### config.mk
export PLATFORM = sky130hd
export DESIGN_NAME = blk_stripe_splitter
export DESIGN_NICKNAME = d
export VERILOG_FILES = /design/src/rtl/stripe_split_pkg.sv /design/src/rtl/stripe_split_dp.sv /design/src/rtl/stripe_split_ctrl.sv /design/src/rtl/blk_stripe_splitter.sv
export SDC_FILE = /design/constraint.sdc
export NUM_CORES = 1
export LEC_CHECK = 0
export BUFFER_PORTS_ARGS = -buffer_cell sky130_fd_sc_hd__buf_2
export CAP_MARGIN = 10
export CORE_ASPECT_RATIO = 1.1
export CORE_MARGIN = 2
export CORE_UTILIZATION = 43
export CTS_BUF_LIST = sky130_fd_sc_hd__clkbuf_16
export DETAILED_ROUTE_END_ITERATION = 6
export GPL_ROUTABILITY_DRIVEN = 0
export SLEW_MARGIN = 25
export SYNTH_ARGS = -nofsm -noshare
export SYNTH_HDL_FRONTEND = slang
export SYNTH_SLANG_ARGS = --single-unit
### constraint.sdc
create_clock -name clk -period 7.3 [get_ports clk]
set_clock_uncertainty 0.1 [all_clocks]
set_input_delay 1.095 -clock clk [delete_from_list [all_inputs] [get_ports clk]]
set_output_delay 1.095 -clock clk [all_outputs]
set_load 0.02 [all_outputs]
### src/rtl/stripe_split_pkg.sv
package stripe_split_pkg;
  typedef enum logic [1:0] {
    KIND_READ    = 2'b00,
    KIND_WRITE   = 2'b01,
    KIND_DISCARD = 2'b10,
    KIND_RSVD    = 2'b11
  } reqKind_e;

  typedef struct packed {
    logic load;
    logic advance;
  } splitStrobe_t;

  localparam int unsigned BLK_LOG2  = 12;
  localparam int unsigned SECT_LOG2 = 9;
endpackage

### src/rtl/stripe_split_dp.sv
module stripe_split_dp
  import stripe_split_pkg::*;
#(
  parameter int unsigned ADDR_W       = 32,
  parameter int unsigned LEN_W        = 20,
  parameter int unsigned MAX_TGT_LOG2 = 3
) (
  input  logic                      clk,
  input  logic                      rstN,
  input  splitStrobe_t              strobe,
  input  logic [ADDR_W-1:0]         stripeBytes,
  input  logic [MAX_TGT_LOG2:0]     tgtCount,
  input  logic [ADDR_W-1:0]         reqAddr,
  input  logic [LEN_W-1:0]          reqLen,
  input  logic [1:0]                reqKind,
  output logic                      zeroLen,
  output logic                      lastChunk,
  output logic [MAX_TGT_LOG2-1:0]   cmdTarget,
  output logic [ADDR_W-BLK_LOG2-1:0] cmdLaddr,
  output logic [1:0]                cmdKind,
  output logic [2:0]                cmdSubOff,
  output logic [2:0]                cmdSubCnt
);
  localparam int unsigned SH_W    = $clog2(ADDR_W);
  localparam int unsigned TCNT_W  = MAX_TGT_LOG2 + 1;
  localparam int unsigned LADDR_W = ADDR_W - BLK_LOG2;
  localparam logic [LEN_W-1:0] BLK_BYTES = LEN_W'(1) << BLK_LOG2;

  logic [ADDR_W-1:0] curAddr;
  logic [LEN_W-1:0]  remLen;
  logic [1:0]        curKind;
  logic [SH_W-1:0]   stripeSh;
  logic [SH_W-1:0]   tgtSh;
  logic [LEN_W-1:0]  room;
  logic [LEN_W-1:0]  chunk;
  logic [ADDR_W-1:0] stripeMask;
  logic [ADDR_W-1:0] joined;
  logic              isDisc;

  // shift amounts from the single set bit of each power-of-two setting
  always_comb begin
    stripeSh = '0;
    for (int i = 0; i < ADDR_W; i++)
      if (stripeBytes[i]) stripeSh = SH_W'(i);
  end

  always_comb begin
    tgtSh = '0;
    for (int i = 0; i < TCNT_W; i++)
      if (tgtCount[i]) tgtSh = SH_W'(i);
  end

  assign isDisc     = (curKind == KIND_DISCARD);
  assign room       = BLK_BYTES - LEN_W'(curAddr[BLK_LOG2-1:0]);
  assign chunk      = isDisc ? BLK_BYTES : ((remLen < room) ? remLen : room);
  assign lastChunk  = (remLen <= chunk);
  assign zeroLen    = (reqLen == '0);

  assign stripeMask = stripeBytes - ADDR_W'(1);
  assign joined     = ((curAddr >> tgtSh) & ~stripeMask) | (curAddr & stripeMask);
  assign cmdLaddr   = LADDR_W'(joined >> BLK_LOG2);
  assign cmdTarget  = MAX_TGT_LOG2'((curAddr >> stripeSh) & (ADDR_W'(tgtCount) - ADDR_W'(1)));
  assign cmdKind    = curKind;
  assign cmdSubOff  = isDisc ? 3'd0 : curAddr[BLK_LOG2-1:SECT_LOG2];
  assign cmdSubCnt  = isDisc ? 3'd0 : chunk[BLK_LOG2-1:SECT_LOG2];

  always_ff @(posedge clk) begin
    if (!rstN) begin
      curAddr <= '0;
      remLen  <= '0;
      curKind <= KIND_READ;
    end else if (strobe.load) begin
      curAddr <= reqAddr;
      remLen  <= reqLen;
      curKind <= reqKind;
    end else if (strobe.advance) begin
      curAddr <= curAddr + ADDR_W'(chunk);
      remLen  <= lastChunk ? '0 : (remLen - chunk);
    end
  end
endmodule

### src/rtl/stripe_split_ctrl.sv
module stripe_split_ctrl
  import stripe_split_pkg::*;
#(
  parameter int unsigned ADDR_W       = 32,
  parameter int unsigned MAX_TGT_LOG2 = 3
) (
  input  logic                  clk,
  input  logic                  rstN,
  input  logic [ADDR_W-1:0]     stripeBytes,
  input  logic [MAX_TGT_LOG2:0] tgtCount,
  input  logic                  reqValid,
  input  logic                  cmdReady,
  input  logic                  zeroLen,
  input  logic                  lastChunk,
  output logic                  reqReady,
  output logic                  cmdValid,
  output logic                  cfgErr,
  output splitStrobe_t          strobe
);
  typedef enum logic {ST_IDLE, ST_RUN} state_e;
  state_e state;
  logic   stripeOk;
  logic   tgtOk;
  logic   accept;

  assign stripeOk = (stripeBytes != '0) && ((stripeBytes & (stripeBytes - 1'b1)) == '0);
  assign tgtOk    = (tgtCount != '0) && ((tgtCount & (tgtCount - 1'b1)) == '0);
  assign cfgErr   = !(stripeOk && tgtOk);

  assign reqReady = (state == ST_IDLE) && !cfgErr;
  assign cmdValid = (state == ST_RUN);
  assign accept   = reqValid && reqReady;

  assign strobe.load    = accept;
  assign strobe.advance = cmdValid && cmdReady;

  always_ff @(posedge clk) begin
    if (!rstN) begin
      state <= ST_IDLE;
    end else begin
      unique case (state)
        ST_IDLE: if (accept && !zeroLen) state <= ST_RUN;
        ST_RUN:  if (cmdReady && lastChunk) state <= ST_IDLE;
        default: state <= ST_IDLE;
      endcase
    end
  end
endmodule

### src/rtl/blk_stripe_splitter.sv
module blk_stripe_splitter
  import stripe_split_pkg::*;
#(
  parameter int unsigned ADDR_W       = 32,
  parameter int unsigned LEN_W        = 20,
  parameter int unsigned MAX_TGT_LOG2 = 3
) (
  input  logic                          clk,
  input  logic                          rstN,
  input  logic [ADDR_W-1:0]             stripeBytes,
  input  logic [MAX_TGT_LOG2:0]         tgtCount,
  output logic                          cfgErr,
  input  logic                          reqValid,
  output logic                          reqReady,
  input  logic [ADDR_W-1:0]             reqAddr,
  input  logic [LEN_W-1:0]              reqLen,
  input  logic [1:0]                    reqKind,
  output logic                          cmdValid,
  input  logic                          cmdReady,
  output logic [MAX_TGT_LOG2-1:0]       cmdTarget,
  output logic [ADDR_W-BLK_LOG2-1:0]    cmdLaddr,
  output logic [1:0]                    cmdKind,
  output logic [2:0]                    cmdSubOff,
  output logic [2:0]                    cmdSubCnt,
  output logic [7:0]                    cmdSub,
  output logic                          cmdLast
);
  localparam int unsigned LADDR_W = ADDR_W - BLK_LOG2;

  splitStrobe_t strobe;
  logic         zeroLen;
  logic         lastChunk;

  stripe_split_ctrl #(.ADDR_W(ADDR_W), .MAX_TGT_LOG2(MAX_TGT_LOG2)) u_ctrl (
    .clk(clk), .rstN(rstN), .stripeBytes(stripeBytes), .tgtCount(tgtCount),
    .reqValid(reqValid), .cmdReady(cmdReady), .zeroLen(zeroLen),
    .lastChunk(lastChunk), .reqReady(reqReady), .cmdValid(cmdValid),
    .cfgErr(cfgErr), .strobe(strobe)
  );

  stripe_split_dp #(.ADDR_W(ADDR_W), .LEN_W(LEN_W), .MAX_TGT_LOG2(MAX_TGT_LOG2)) u_dp (
    .clk(clk), .rstN(rstN), .strobe(strobe), .stripeBytes(stripeBytes),
    .tgtCount(tgtCount), .reqAddr(reqAddr), .reqLen(reqLen), .reqKind(reqKind),
    .zeroLen(zeroLen), .lastChunk(lastChunk), .cmdTarget(cmdTarget),
    .cmdLaddr(cmdLaddr), .cmdKind(cmdKind), .cmdSubOff(cmdSubOff),
    .cmdSubCnt(cmdSubCnt)
  );

  assign cmdSub  = {1'b0, cmdSubCnt, 1'b0, cmdSubOff};
  assign cmdLast = cmdValid && lastChunk;
endmodule

# [Word-level counts from Yosys, hierarchy flattened]
# Index checks and enable logic that the tools add are counted.
[totals] register_bits=55
[op_classes] add_sub_neg=6 magnitude_cmp=2 eq_ne=1 n_shift=2 mux=46 bitwise=8 reduce_logical=17
[op_table] cell="two-way mux 5 bit" count=30
[op_table] cell="two-way mux 20 bit" count=5
[op_table] cell="AND 32 bit" count=3
[op_table] cell="two-way mux 32 bit" count=2
[op_table] cell="adder 32 x 20 -> 32 bit" count=1
[op_table] cell="zero test 32 bit" count=1
[op_table] cell="inverter 32 bit" count=1
[op_table] cell="OR 32 bit" count=1
[op_table] cell="nonzero test 32 bit" count=1
[op_table] cell=">> shifter 32 x 2 -> 32 bit" count=1
[op_table] cell=">> shifter 32 x 5 -> 3 bit" count=1
[op_table] cell="subtractor 32 x 1 -> 32 bit, second input constant" count=1
[op_table] cell="less-or-equal comparator 20 bit" count=1
[op_table] cell="zero test 20 bit" count=1
[op_table] cell="less-than comparator 20 bit" count=1
[op_table] cell="subtractor 20 bit" count=1
[op_table] cell="subtractor 13 x 12 -> 14 bit, first input constant" count=1
[op_table] cell="logical AND 1 bit" count=9
[op_table] cell="two-way mux 3 bit" count=2
[op_table] cell="AND 4 bit" count=1
[op_table] cell="zero test 4 bit" count=1
[op_table] cell="two-way mux 1 bit" count=4
[op_table] cell="two-way mux 2 bit" count=2
[op_table] cell="nonzero test 4 bit" count=1
[op_table] cell="8 further kinds" count=9

# [Depth between registers and ports, before layout]
# Gate-level depths: netlist of run 1.
[depth] ltp_word=33 depth_mapped=26 ltp_nobuf=24

# [Modules after synthesis]
# From an unflattened synthesis of run 1, not the netlist that was laid out.
[hier_totals] cells_unflattened=1113 area_unflattened_um2=8165.3
[modules_own_cells] module="stripe_split_dp" n_inst=1 cells_per_inst=1022 area_per_inst_um2=7498.4 seq_area_each_um2=1081.0
[modules_own_cells] module="stripe_split_ctrl" n_inst=1 cells_per_inst=81 area_per_inst_um2=596.8 seq_area_each_um2=20.0
[modules_own_cells] module="blk_stripe_splitter" n_inst=1 cells_per_inst=10 area_per_inst_um2=70.1 seq_area_each_um2=0.0

# [Worst setup path before layout of run 1]
# OpenSTA, ideal clock, no wires.
[synth_timing] path_type="reg-to-output" start="reg u_dp.curAddr[2]" end="out cmdLast" arrival_time_ns=4.953 required_ns=6.105 setup_slack_ns=1.152 stages_incl_launch_ff=22 path_cell_list="dfxtp_1 > nor4_1 > nand2_1 > or4_1 > xnor2_1 > ha_1 > a21o_1 > a221o_1 > a31oi_1 > buf_4 > mux2i_1 > nor2_1 > ha_1 > inv_1 > fa_1 > a211oi_1 > o21ai_0 > and3_1 > a22o_1 > nand3_1 > a21o_1 > and2_1"
[synth_via] elab_chain_cells=6
[synth_rtl] item="from (decl)" line="stripe_split_dp.sv:29" rtl="logic [ADDR_W-1:0] curAddr;"
[synth_rtl] item="from (signal assigned)" line="stripe_split_dp.sv:73" rtl="curAddr <= reqAddr;"
[synth_rtl] item="from (signal assigned)" line="stripe_split_dp.sv:77" rtl="curAddr <= curAddr + ADDR_W'(chunk);"
[synth_rtl] item="subtractor 13 x 12 -> 14 bit (*)" line="stripe_split_dp.sv:54" rtl="assign room = BLK_BYTES - LEN_W'(curAddr[BLK_LOG2-1:0]);"
[synth_rtl] item="less-than comparator 20 bit" line="stripe_split_dp.sv:55" rtl="assign chunk = isDisc ? BLK_BYTES : ((remLen < room) ? remLen : room);"
[synth_rtl] item="two-way mux 20 bit (*) (2 in a row)" line="stripe_split_dp.sv:55"
[synth_rtl] item="less-or-equal comparator 20 bit (*)" line="stripe_split_dp.sv:56" rtl="assign lastChunk = (remLen <= chunk);"
[synth_rtl] item="logical AND 1 bit (*)" line="blk_stripe_splitter.sv:50" rtl="assign cmdLast = cmdValid && lastChunk;"
[synth_rtl] item="to (decl)" line="blk_stripe_splitter.sv:26" rtl="output logic cmdLast"
# Every way passes the cells marked *; elsewhere a longest branch is shown, timed or not.

# [Final worst setup path of run 1]
# Same ends and word-level chain as after synthesis.

==> summary.log, run 1 <==
qor: clocking.clock_insertion_delay_worst_skew 0.30 ns
qor: sta.setup_tns 0 ns
qor: detailed_routing.routed-via-count 7947
qor: worst_setup_path.worst-path-max-fanout 10
qor: clocking.root_buffer clkbuf_16
qor: worst_setup_path.setup.worst_path.end_class output port
qor: synth.synth.lib_cells_used.distinct 81
qor: detailed_routing.drt-wirelength-per-cell 18.09 um
qor: pwr.ir_worst_vdd 86.50 uV
qor: sta.fin_ws 0.4322 ns
qor: synth.synth_edf_count 0
qor: final_layout.final_core_util 50.17%
qor: worst_setup_path.worst_ep_required_time 6.11 ns
qor: sta.hold_violations 0
qor: global_route.first_pass_grt_wire_length 38190 um
qor: pwr.total_leakage_power 0.003600 uW
qor: pwr.report.power.total 693.0 uW
qor: clocking.cts_sinks 55
qor: synth.synth.avg_cell_area 7.384 um2
qor: run.max_cap_violations 0
qor: clocking.clk_pin_slew 0.08 ns
qor: status.outcome completed
qor: global_route.grt_antenna_before_repair 1
qor: die.placementRows 50
qor: sta.max_slew_margin 35.67%
qor: clocking.number_of_levels_the_h_tree_was_split_into 2
qor: synth.synth.cell_area 0.007553 mm2
qor: sta.post-route-period-util 94.08%
qor: synth.synth_seq_cells 55
qor: pwr.share_clk_of_total_power 36.5%
qor: final_layout.layout.cell_area.non_filler 0.008600 mm2
qor: sta.rsz0062_at_grt no
qor: sta.slew_at_the_pin_closest_to_its_max_slew_limit 0.9650 ns
qor: detailed_routing.route.detailed.drc 0
qor: synth.postSynth.topFlopCell dfxtp_1
qor: die.design.die.area 0.01864 mm2
qor: detailed_routing.post_drt_via_cell_ratio 5.771
qor: place.dpl_cell_area 0.008426 mm2
qor: synth.syn-instance-count 1023
qor: detailed_routing.drtAntennaViolNets 0
qor: final_layout.area_growth_from_synthesis_to_layout 13.85%
qor: global_route.gr-usage-all-layers 25.90%
qor: pwr.internal_power 484.5 uW
qor: pwr.cellPowerDensity 80.58 mW/mm2
qor: die.die_width 130.4 um
qor: pwr.power.switching_fraction 30.09%
qor: die.top_level_ports 137
qor: clocking.cts-buffers-inserted 5
qor: die.initial_utilization 44.07%
qor: sta.clock.fmax 0.1456 GHz
qor: place.post-place-ws 0.5223 ns
qor: clocking.max-clock-path-buffers 2
qor: clocking.ctsHoldBuffers 0
qor: detailed_routing.first_pass_detailed_route_iteration_total 4
qor: synth.synthesis.yosys.warnings 0
qor: worst_setup_path.cp.arrival 5.67 ns
qor: min_path.worst_hold_class reg -> reg
qor: final_layout.finalNetCount 1313
qor: global_route.gr-total-overflow 0
qor: detailed_routing.route.final.wire_length 24920 um
qor: die.die_h 143.0 um
qor: place.place.detailed.hpwl 19750 um
qor: clocking.post_cts_buffers 0
qor: clocking.tritoncts yes
qor: worst_setup_path.crit_type reg -> out
qor: synth.synth-seq-area-share 14.58%
qor: pwr.combinational_power_share 20.3%
qor: global_route.grt_max_degree 47
qor: place.portBuffers 134
qor: sta.finalSetupViolations 0
qor: detailed_routing.drt_first_iter_violations 430
qor: pwr.sequential_group_share_of_total_power 43.2%
qor: die.design.core.area 0.01714 mm2
qor: global_route.first_global_vias 7381
qor: sta.final_max_slew_viol_count 0
qor: worst_setup_path.critPathLaunchType register
qor: sta.finalCriticalPeriod 6.868 ns
qor: pwr.power_switching 208.5 uW
qor: synth.share_of_flip_flops_with_an_asynchronous_set_or_reset 0%
qor: final_layout.post_route_cells_drive_above_1_share 20.14%
-- kinds of logic after synthesis --
| logic type | count (synthesis) | synth area share, % |
|---|---|---|
| flip-flops | 55 | 14.58 |
| AO/OA/AOI/OAI | 287 | 24.75 |
| other | 2 | 0.09942 |
| AND/OR/NAND/NOR | 383 | 25.46 |
| multiplexers | 85 | 11.74 |
| buffers and inverters | 95 | 5.831 |
| XOR/XNOR | 37 | 4.290 |
| adder cells (fa/ha/maj) | 79 | 13.25 |
-- flip-flops by register name, summed over array words and instances, names as in the netlist --
name             cells
u_dp.remLen         20
u_dp.cmdKind         2
u_dp.curAddr        32
u_ctrl.cmdValid      1
-- placed cells by master, fill, tap and decap left out, types with 5 or more instances in the layout --
cell type    n
and3_1      10
xnor2_1     23
or4_1        7
nor4_1      22
a21oi_1     94
conb_1      16
a21o_1      18
inv_1       40
nand2_1    114
dfxtp_1     55
mux2i_1     56
buf_4       17
buf_2      134
o31ai_1      6
o31a_1       5
a31oi_1     24
or3_1        9
nand2b_1    13
a22oi_1      9
nand3_1     49
a211oi_1     9
or2_2       16
a221oi_1     6
nor3_1      19
ha_1        76
o21a_1       5
nor2b_1     15
mux2_2      29
nor2_1      76
o211ai_1    13
clkbuf_16    5
and2_1       6
nand4_1      6
o21ai_0     44
xor2_1      14
-- critical path, stage by stage, from the launching register on --
cell      delay (ns)
dfxtp_1         0.40
nor4_4          0.35
nand2_1         0.15
or4_1           0.43
xnor2_1         0.20
ha_1            0.27
a21o_1          0.16
a221o_1         0.34
a31oi_1         0.21
buf_4           0.23
mux2_2          0.36
or2_2           0.28
ha_1            0.36
a211oi_2        0.34
o21ai_0         0.18
and3_1          0.22
a22o_1          0.24
nand3_1         0.09
a21o_1          0.23
and2_1          0.16
buf_2           0.16
-- synthesized netlist by cell type, drive strengths merged (18+ instances only) --
cell type	n	area, um2
a21o	18	135.1
a21oi	96	491.7
a31oi	24	150.1
buf	27	185.2
clkbuf	27	101.4
dfxtp	55	1101
ha	76	950.9
inv	41	153.9
mux2	29	326.6
mux2i	56	560.5
nand2	114	427.9
nand3	50	255.3
nor2	78	307.8
nor3	21	115.1
nor4	27	202.7
o21ai	48	240.2
xnor2	23	201.4
-- final timing paths --
kind / start / depth (start not counted) / to / slack, ns
min reg2reg: u_dp.cmdKind[1] / 2 / u_dp.cmdKind[1] / 0.37
max reg2reg: u_dp.curAddr[2] / 21 / u_dp.curAddr[29] / 1.07
min: u_dp.cmdKind[1] / 2 / u_dp.cmdKind[1] / 0.37
max: u_dp.curAddr[2] / 20 / cmdLast / 0.43
-- power groups by stage --
| stage | Clock (uW) | Sequential (uW) | Combinational [uW] |
|---|---|---|---|
| after floorplan | 0 | 307 | 77.4 |
| after global placement | 0 | 307 | 139 |
| after detailed placement | 0 | 307 | 139 |
| after CTS | 259 | 300 | 140 |
| after global routing | 272 | 300 | 153 |
| final | 253 | 300 | 141 |
-- layer usage --
layer / up-vias / track usage [%] / routed length (um)
li1: 4008 / - / -
met1: 3709 / 32.18 / 11060
met2: 194 / 47.07 / 12200
met3: 36 / 1.911 / 906
met4: 0 / 8.511 / 745
met5: - / 0 / 0
-- layout make-up --
type,instances,area (um2)
fillers,1779,8542
multi-input cells,887,6101
flip-flops and latches,55,1101
repair buffers,151,798.3
well taps,234,292.8
inverters,41,153.9
clock buffers,5,125.1
clock inverters,3,25.02
diodes,1,2.502
-- per-stage QoR --
step	hold slack, ns	std cells
after floorplan	0.3747	1037
after global placement	0.3594	1368
after detailed placement	0.3589	1368
after CTS	0.3717	1376
after global routing	0.3952	1377
final	0.3664	1377
-- repair_timing --
| item | CTS | global route |
|---|---|---|
| gates resized for setup | 0 | 3 |
| setup endpoints to repair | 0 | 1 |
| endpoints found under the hold margin | 0 | 0 |
Note: power is estimated with default switching activity, not from simulation.
==> run 2: changes to the inputs <==
PLACE_DENSITY = 0.67   (was not set)
clock period = 6.3 ns   (was 7.3 ns; I/O delays follow)
==> run 2 against run 1 <==
  * Worst hold slack improved by 0.0061 ns
  * First-iteration DRC count increased by 6.3%
  * Count of clock-buffer cells in the layout stayed put
  * Critical endpoint unchanged
  * Critical path depth unchanged
  * Register-to-register slack worse by 0.52 ns
  * Sequential power increased by 16%
==> summary.log, run 2 (same netlist as run 1, synthesis figures left out) <==
qor: sta.finalSetupViolations 0
qor: clocking.number_of_levels_the_h_tree_was_split_into 2
qor: detailed_routing.first_pass_detailed_route_iteration_total 5
qor: final_layout.nFillCells 1735
qor: worst_setup_path.worst-path-max-fanout 5
qor: die.die_width 130.4 um
qor: worst_setup_path.critPathLaunchType register
qor: die.design.core.area 0.01714 mm2
qor: sta.clock.fmax 0.1629 GHz
qor: detailed_routing.drt-wirelength-per-cell 17.99 um
qor: die.design.die.area 0.01864 mm2
qor: worst_setup_path.cp.arrival 5.09 ns
qor: final_layout.final-seq-area 0.001105 mm2
qor: place.portBuffers 134
qor: clocking.tritoncts yes
qor: pwr.cellPowerDensity 91.26 mW/mm2
qor: global_route.grt_antenna_before_repair 0
qor: detailed_routing.drt_first_iter_violations 457
qor: clocking.clk_pin_slew 0.08 ns
qor: die.placementRows 50
qor: place.place.detailed.hpwl 19400 um
qor: clocking.clock_insertion_delay_worst_skew 0.31 ns
qor: status.outcome completed
qor: detailed_routing.route.final.wire_length 25120 um
qor: die.top_level_ports 137
qor: final_layout.layout.cells.most_common buf_2
qor: clocking.cts-buffers-inserted 5
qor: global_route.grt_max_degree 47
qor: detailed_routing.post_drt_via_cell_ratio 5.927
qor: final_layout.post_route_cells_drive_above_1_share 23.41%
qor: final_layout.finalNetCount 1333
qor: min_path.min_path_cells 2
qor: worst_setup_path.setup.worst_path.end_class output port
qor: final_layout.final_core_util 52.04%
qor: pwr.total_leakage_power 0.003730 uW
qor: detailed_routing.drtAntennaViolNets 0
qor: final_layout.largest_register_ffs 32
qor: clocking.max-clock-path-buffers 2
qor: global_route.first_global_vias 7684
qor: final_layout.area_growth_from_synthesis_to_layout 18.11%
qor: sta.post-route-period-util 97.45%
qor: final_layout.antenna_cells_inserted 0
qor: sta.fin_ws 0.1610 ns
qor: die.initial_utilization 44.07%
qor: sta.setup_tns 0 ns
qor: worst_setup_path.worst_ep_required_time 5.25 ns
qor: sta.slew_at_the_pin_closest_to_its_max_slew_limit 0.9377 ns
qor: pwr.report.power.total 814.2 uW
qor: final_layout.largest_register_by_flop_count u_dp.curAddr
qor: clocking.ctsHoldBuffers 0
qor: global_route.gr-total-overflow 0
qor: sta.hold_violations 0
qor: sta.timing.hold.ws 0.3725 ns
qor: min_path.worst_hold_class reg -> reg
qor: die.die_h 143.0 um
qor: final_layout.layout.cells.most_common_list buf_2 (133), nand2_1 (114), a21oi_1 (94)
qor: worst_setup_path.r2r_cells 22
qor: sta.finalCriticalPeriod 6.139 ns
qor: pwr.ir_worst_vdd 118.1 uV
qor: final_layout.multi_input_logic_area 0.006245 mm2
qor: clocking.cts_sinks 55
qor: sta.max_slew_margin 37.30%
qor: worst_setup_path.crit_type reg -> out
qor: global_route.first_pass_grt_wire_length 38700 um
qor: detailed_routing.routed-via-count 8274
qor: detailed_routing.route.detailed.drc 0
qor: clocking.root_buffer clkbuf_16
qor: place.post-place-ws 0.03837 ns
qor: run.max_cap_violations 0
qor: sta.final_max_slew_viol_count 0
qor: global_route.gr-usage-all-layers 26.04%
[run 2: changes by cell type in the layout (fill, tap and decap cells not counted), sizes merged]
cell / change
clkinvlp: -1
buf: +20
inv: +1
diode: -1
[run 2: power by group]
group / switching (uW) / internal (uW)
Sequential: 0.000000195 / 347
Clock: 151 / 152
Combinational: 98.1 / 65.1
[run 2: critical path: stages, from the launching register on]
cell	delay (ns)
dfxtp_1	0.34
nor4_4	0.29
nand2_1	0.12
or4_4	0.44
xnor2_2	0.16
ha_1	0.31
a21o_1	0.17
a221o_1	0.35
a31oi_4	0.23
buf_6	0.16
mux2_2	0.34
or2_2	0.30
ha_4	0.18
nor4_2	0.36
o21ai_2	0.10
and3_4	0.20
a22o_1	0.20
nand3_1	0.09
a21o_1	0.16
and2_1	0.14
buf_4	0.14
[run 2: what timing repair did]
item / in CTS / in global routing
cloned: 1 / 0
setup buffers: 2 / 4
resized for setup: 10 / 28
endpoints found under the setup margin: 1 / 2
hold endpoints to repair: 0 / 0
pin swaps: 1 / 14
[run 2: area by class of cell]
type	count	area share, %
Inverter	41	1.725
Sequential cell	55	12.38
Multi-Input combinational cell	887	70.00
Tap cell	234	3.282
Clock inverter	3	0.3226
Timing Repair Buffer	171	10.88
Clock buffer	5	1.403
[run 2: final timing paths]
| kind | from | slack [ns] | to |
|---|---|---|---|
| worst max register to register | u_dp.curAddr[3] | 0.55 | u_dp.remLen[4] |
| worst max-delay path | u_dp.curAddr[3] | 0.16 | cmdLast |
| worst min-delay path | u_dp.cmdKind[1] | 0.37 | u_dp.cmdKind[1] |
| worst min register to register | u_dp.cmdKind[1] | 0.37 | u_dp.cmdKind[1] |
[run 2: layer usage]
| metal | wire length [um] | vias up | track usage (%) |
|---|---|---|---|
| li1 | - | 4041 | - |
| met1 | 10580 | 3865 | 32.67 |
| met5 | 0 | - | 0 |
| met3 | 1668 | 57 | 2.660 |
| met2 | 12000 | 311 | 46.24 |
| met4 | 875 | 0 | 8.847 |
[run 2: stage by stage]
| step | instances | area, um2 |
|---|---|---|
| CTS | 1392 | 8751 |
| global placement | 1381 | 8536 |
| global route | 1396 | 8921 |
| detailed placement | 1381 | 8538 |
| finish | 1396 | 8921 |
| floorplan | 1037 | 7606 |
==> run 3: changes to the inputs <==
PLACE_DENSITY = not set   (was 0.67)
clock period = 7.23 ns   (was 6.3 ns; I/O delays follow)
==> run 3 against run 2 <==
  * First-iteration DRC count shrank 22%
  * Global-route usage is 0.13 points higher
  * Combinational power is 13% lower
  * Wire length fell by 0.83%
  * Highest routed layer is now met5
  * Via count shrank 3.7%
  * Die area stayed put
  * Worst hold slack better by 0.011 ns
==> summary.log, run 3 (same netlist as run 1, synthesis figures left out) <==
qor: status.outcome completed
qor: run.max_cap_violations 0
qor: detailed_routing.drt_first_iter_violations 355
qor: global_route.grt_antenna_before_repair 2
qor: place.dpl_cell_area 0.008403 mm2
qor: place.portBuffers 134
qor: sta.setup_tns 0 ns
qor: detailed_routing.route.detailed.drc 0
qor: die.top_level_ports 137
qor: global_route.first_global_vias 7478
qor: pwr.ir_worst_vdd 84.66 uV
qor: worst_setup_path.critPathLaunchType register
qor: global_route.grt_max_degree 47
qor: final_layout.layout.cells.most_common_list buf_2 (134), nand2_1 (114), a21oi_1 (94)
qor: pwr.internal_power 489.2 uW
qor: pwr.total_leakage_power 0.003584 uW
qor: detailed_routing.drtAntennaViolNets 0
qor: final_layout.area_growth_from_synthesis_to_layout 13.55%
qor: clocking.clk_pin_slew 0.08 ns
qor: pwr.share_clk_of_total_power 37.0%
qor: clocking.root_buffer clkbuf_16
qor: worst_setup_path.cp.arrival 5.69 ns
qor: die.die_width 130.4 um
qor: final_layout.nFillCells 1851
qor: min_path.min_path_cells 2
qor: clocking.number_of_levels_the_h_tree_was_split_into 2
qor: final_layout.largest_register_by_flop_count u_dp.curAddr
qor: clocking.clock_insertion_delay_worst_skew 0.31 ns
qor: sta.hold_violations 0
qor: worst_setup_path.crit_type reg -> out
qor: clocking.cts-buffers-inserted 5
qor: worst_setup_path.worst-path-max-fanout 10
qor: pwr.power_switching 214.7 uW
qor: pwr.power.switching_fraction 30.51%
qor: sta.finalCriticalPeriod 6.876 ns
qor: final_layout.largest_register_ffs 32
qor: die.design.die.area 0.01864 mm2
qor: global_route.gr-total-overflow 0
qor: sta.post-route-period-util 95.10%
qor: worst_setup_path.critPathLaunch u_dp.curAddr[2]
qor: detailed_routing.routed-via-count 7971
qor: min_path.worst_hold_class reg -> reg
qor: clocking.cts_sinks 55
qor: sta.rsz0062_at_grt no
qor: die.die_h 143.0 um
qor: min_path.hold_wc_startpoint u_dp.cmdKind[1]
qor: pwr.sequential_group_share_of_total_power 43.0%
qor: sta.finalSetupViolations 0
qor: die.placementRows 50
qor: sta.max_slew_margin 36.55%
qor: place.place.detailed.hpwl 19360 um
qor: sta.slew_at_the_pin_closest_to_its_max_slew_limit 0.9489 ns
qor: final_layout.post_route_cells_drive_above_1_share 19.93%
qor: clocking.post_cts_buffers 0
qor: detailed_routing.post_drt_via_cell_ratio 5.801
qor: final_layout.layout.cells.most_common buf_2
qor: final_layout.final_core_util 50.04%
qor: detailed_routing.first_pass_detailed_route_iteration_total 5
qor: pwr.report.power.total 703.9 uW
qor: sta.timing.hold.ws 0.3839 ns
qor: clocking.tritoncts yes
qor: die.design.core.area 0.01714 mm2
qor: detailed_routing.route.final.wire_length 24910 um
qor: global_route.gr-usage-all-layers 26.17%
qor: final_layout.layout.cell_area.non_filler 0.008577 mm2
qor: worst_setup_path.setup.worst_path.end_class output port
qor: worst_setup_path.r2r_cells 22
qor: detailed_routing.drt-wirelength-per-cell 18.13 um
qor: worst_setup_path.r2r_start u_dp.curAddr[2]
qor: pwr.cellPowerDensity 82.07 mW/mm2
qor: worst_setup_path.worst_ep_required_time 6.05 ns
qor: pwr.combinational_power_share 20.0%
qor: die.initial_utilization 44.07%
qor: clocking.max-clock-path-buffers 2
qor: final_layout.finalNetCount 1310
qor: sta.clock.fmax 0.1454 GHz
qor: sta.final_max_slew_viol_count 0
qor: global_route.first_pass_grt_wire_length 38520 um
==> run 3: cell count changes in the layout (fill, tap and decap cells not counted), moves of 3 or more <==
cell     before  now
dfxtp_1      52   55
buf_4        35   14
dfxtp_2       3    0
o21ai_1       7    4
ha_2          3    0
o21ai_0      40   44
ha_4          5    0
ha_1         68   76
==> run 3: final cells by class <==
type                    count  area [um2]  area share, %
multi-input cells         887        6101          71.13
flip-flops and latches     55        1101          12.84
repair buffers            148       775.7          9.044
well taps                 234       292.8          3.414
inverters                  41       153.9          1.794
clock buffers               5       125.1          1.459
clock inverters             3       25.02         0.2918
diodes                      1       2.502        0.02918
==> run 3: path summary, 6_finish.rpt <==
kind / slack, ns / end
setup / recovery: 0.35 / cmdLast
hold / removal: 0.38 / u_dp.cmdKind[1]
setup reg to reg: 1.16 / u_dp.remLen[4]
hold reg to reg: 0.38 / u_dp.cmdKind[1]
==> run 3: critical path, stage by stage (launching register included) <==
cell	delay (ns)
dfxtp_1	0.41
nor4_4	0.34
nand2_1	0.16
or4_1	0.44
xnor2_1	0.20
ha_1	0.27
a21o_1	0.17
a221o_1	0.34
a31oi_1	0.21
buf_4	0.23
mux2_2	0.36
or2_2	0.28
ha_1	0.36
a211oi_2	0.34
o21ai_0	0.18
and3_1	0.23
a22o_1	0.24
nand3_1	0.09
a21o_1	0.22
and2_1	0.15
buf_2	0.16
==> run 3: power groups by stage <==
stage / logic [uW] / clock network (uW) / registers, uW
global route: 154 / 276 / 303
finish: 141 / 261 / 303
global placement: 140 / 0 / 310
floorplan: 78.1 / 0 / 310
CTS: 141 / 266 / 303
detailed placement: 140 / 0 / 310
==> run 3: timing repair <==
item | CTS | global route
setup endpoints to repair | 0 | 1
hold buffers | 0 | 0
gates resized for setup | 0 | 3
==> run 3: layer usage <==
| metal | GRT usage (%) | share of wire [%] | vias to the layer above | wire length (um) |
|---|---|---|---|---|
| met1 | 32.49 | 43 | 3711 | 10820 |
| met4 | 9.574 | 3.4 | 2 | 844 |
| met5 | 0 | 0.032 | - | 8 |
| met2 | 46.73 | 49 | 219 | 12170 |
| met3 | 2.435 | 4.3 | 43 | 1066 |
| li1 | - | - | 3996 | - |
==> run 3: through the flow <==
| stage | setup slack (ns) | instances |
|---|---|---|
| 2_1_floorplan | 1.092 | 1037 |
| 3_3_place_gp | 0.5794 | 1365 |
| 3_5_place_dp | 0.4594 | 1365 |
| 4_1_cts | 0.09992 | 1373 |
| 5_1_grt | 0.001190 | 1373 |
| 6_report | 0.3544 | 1374 |
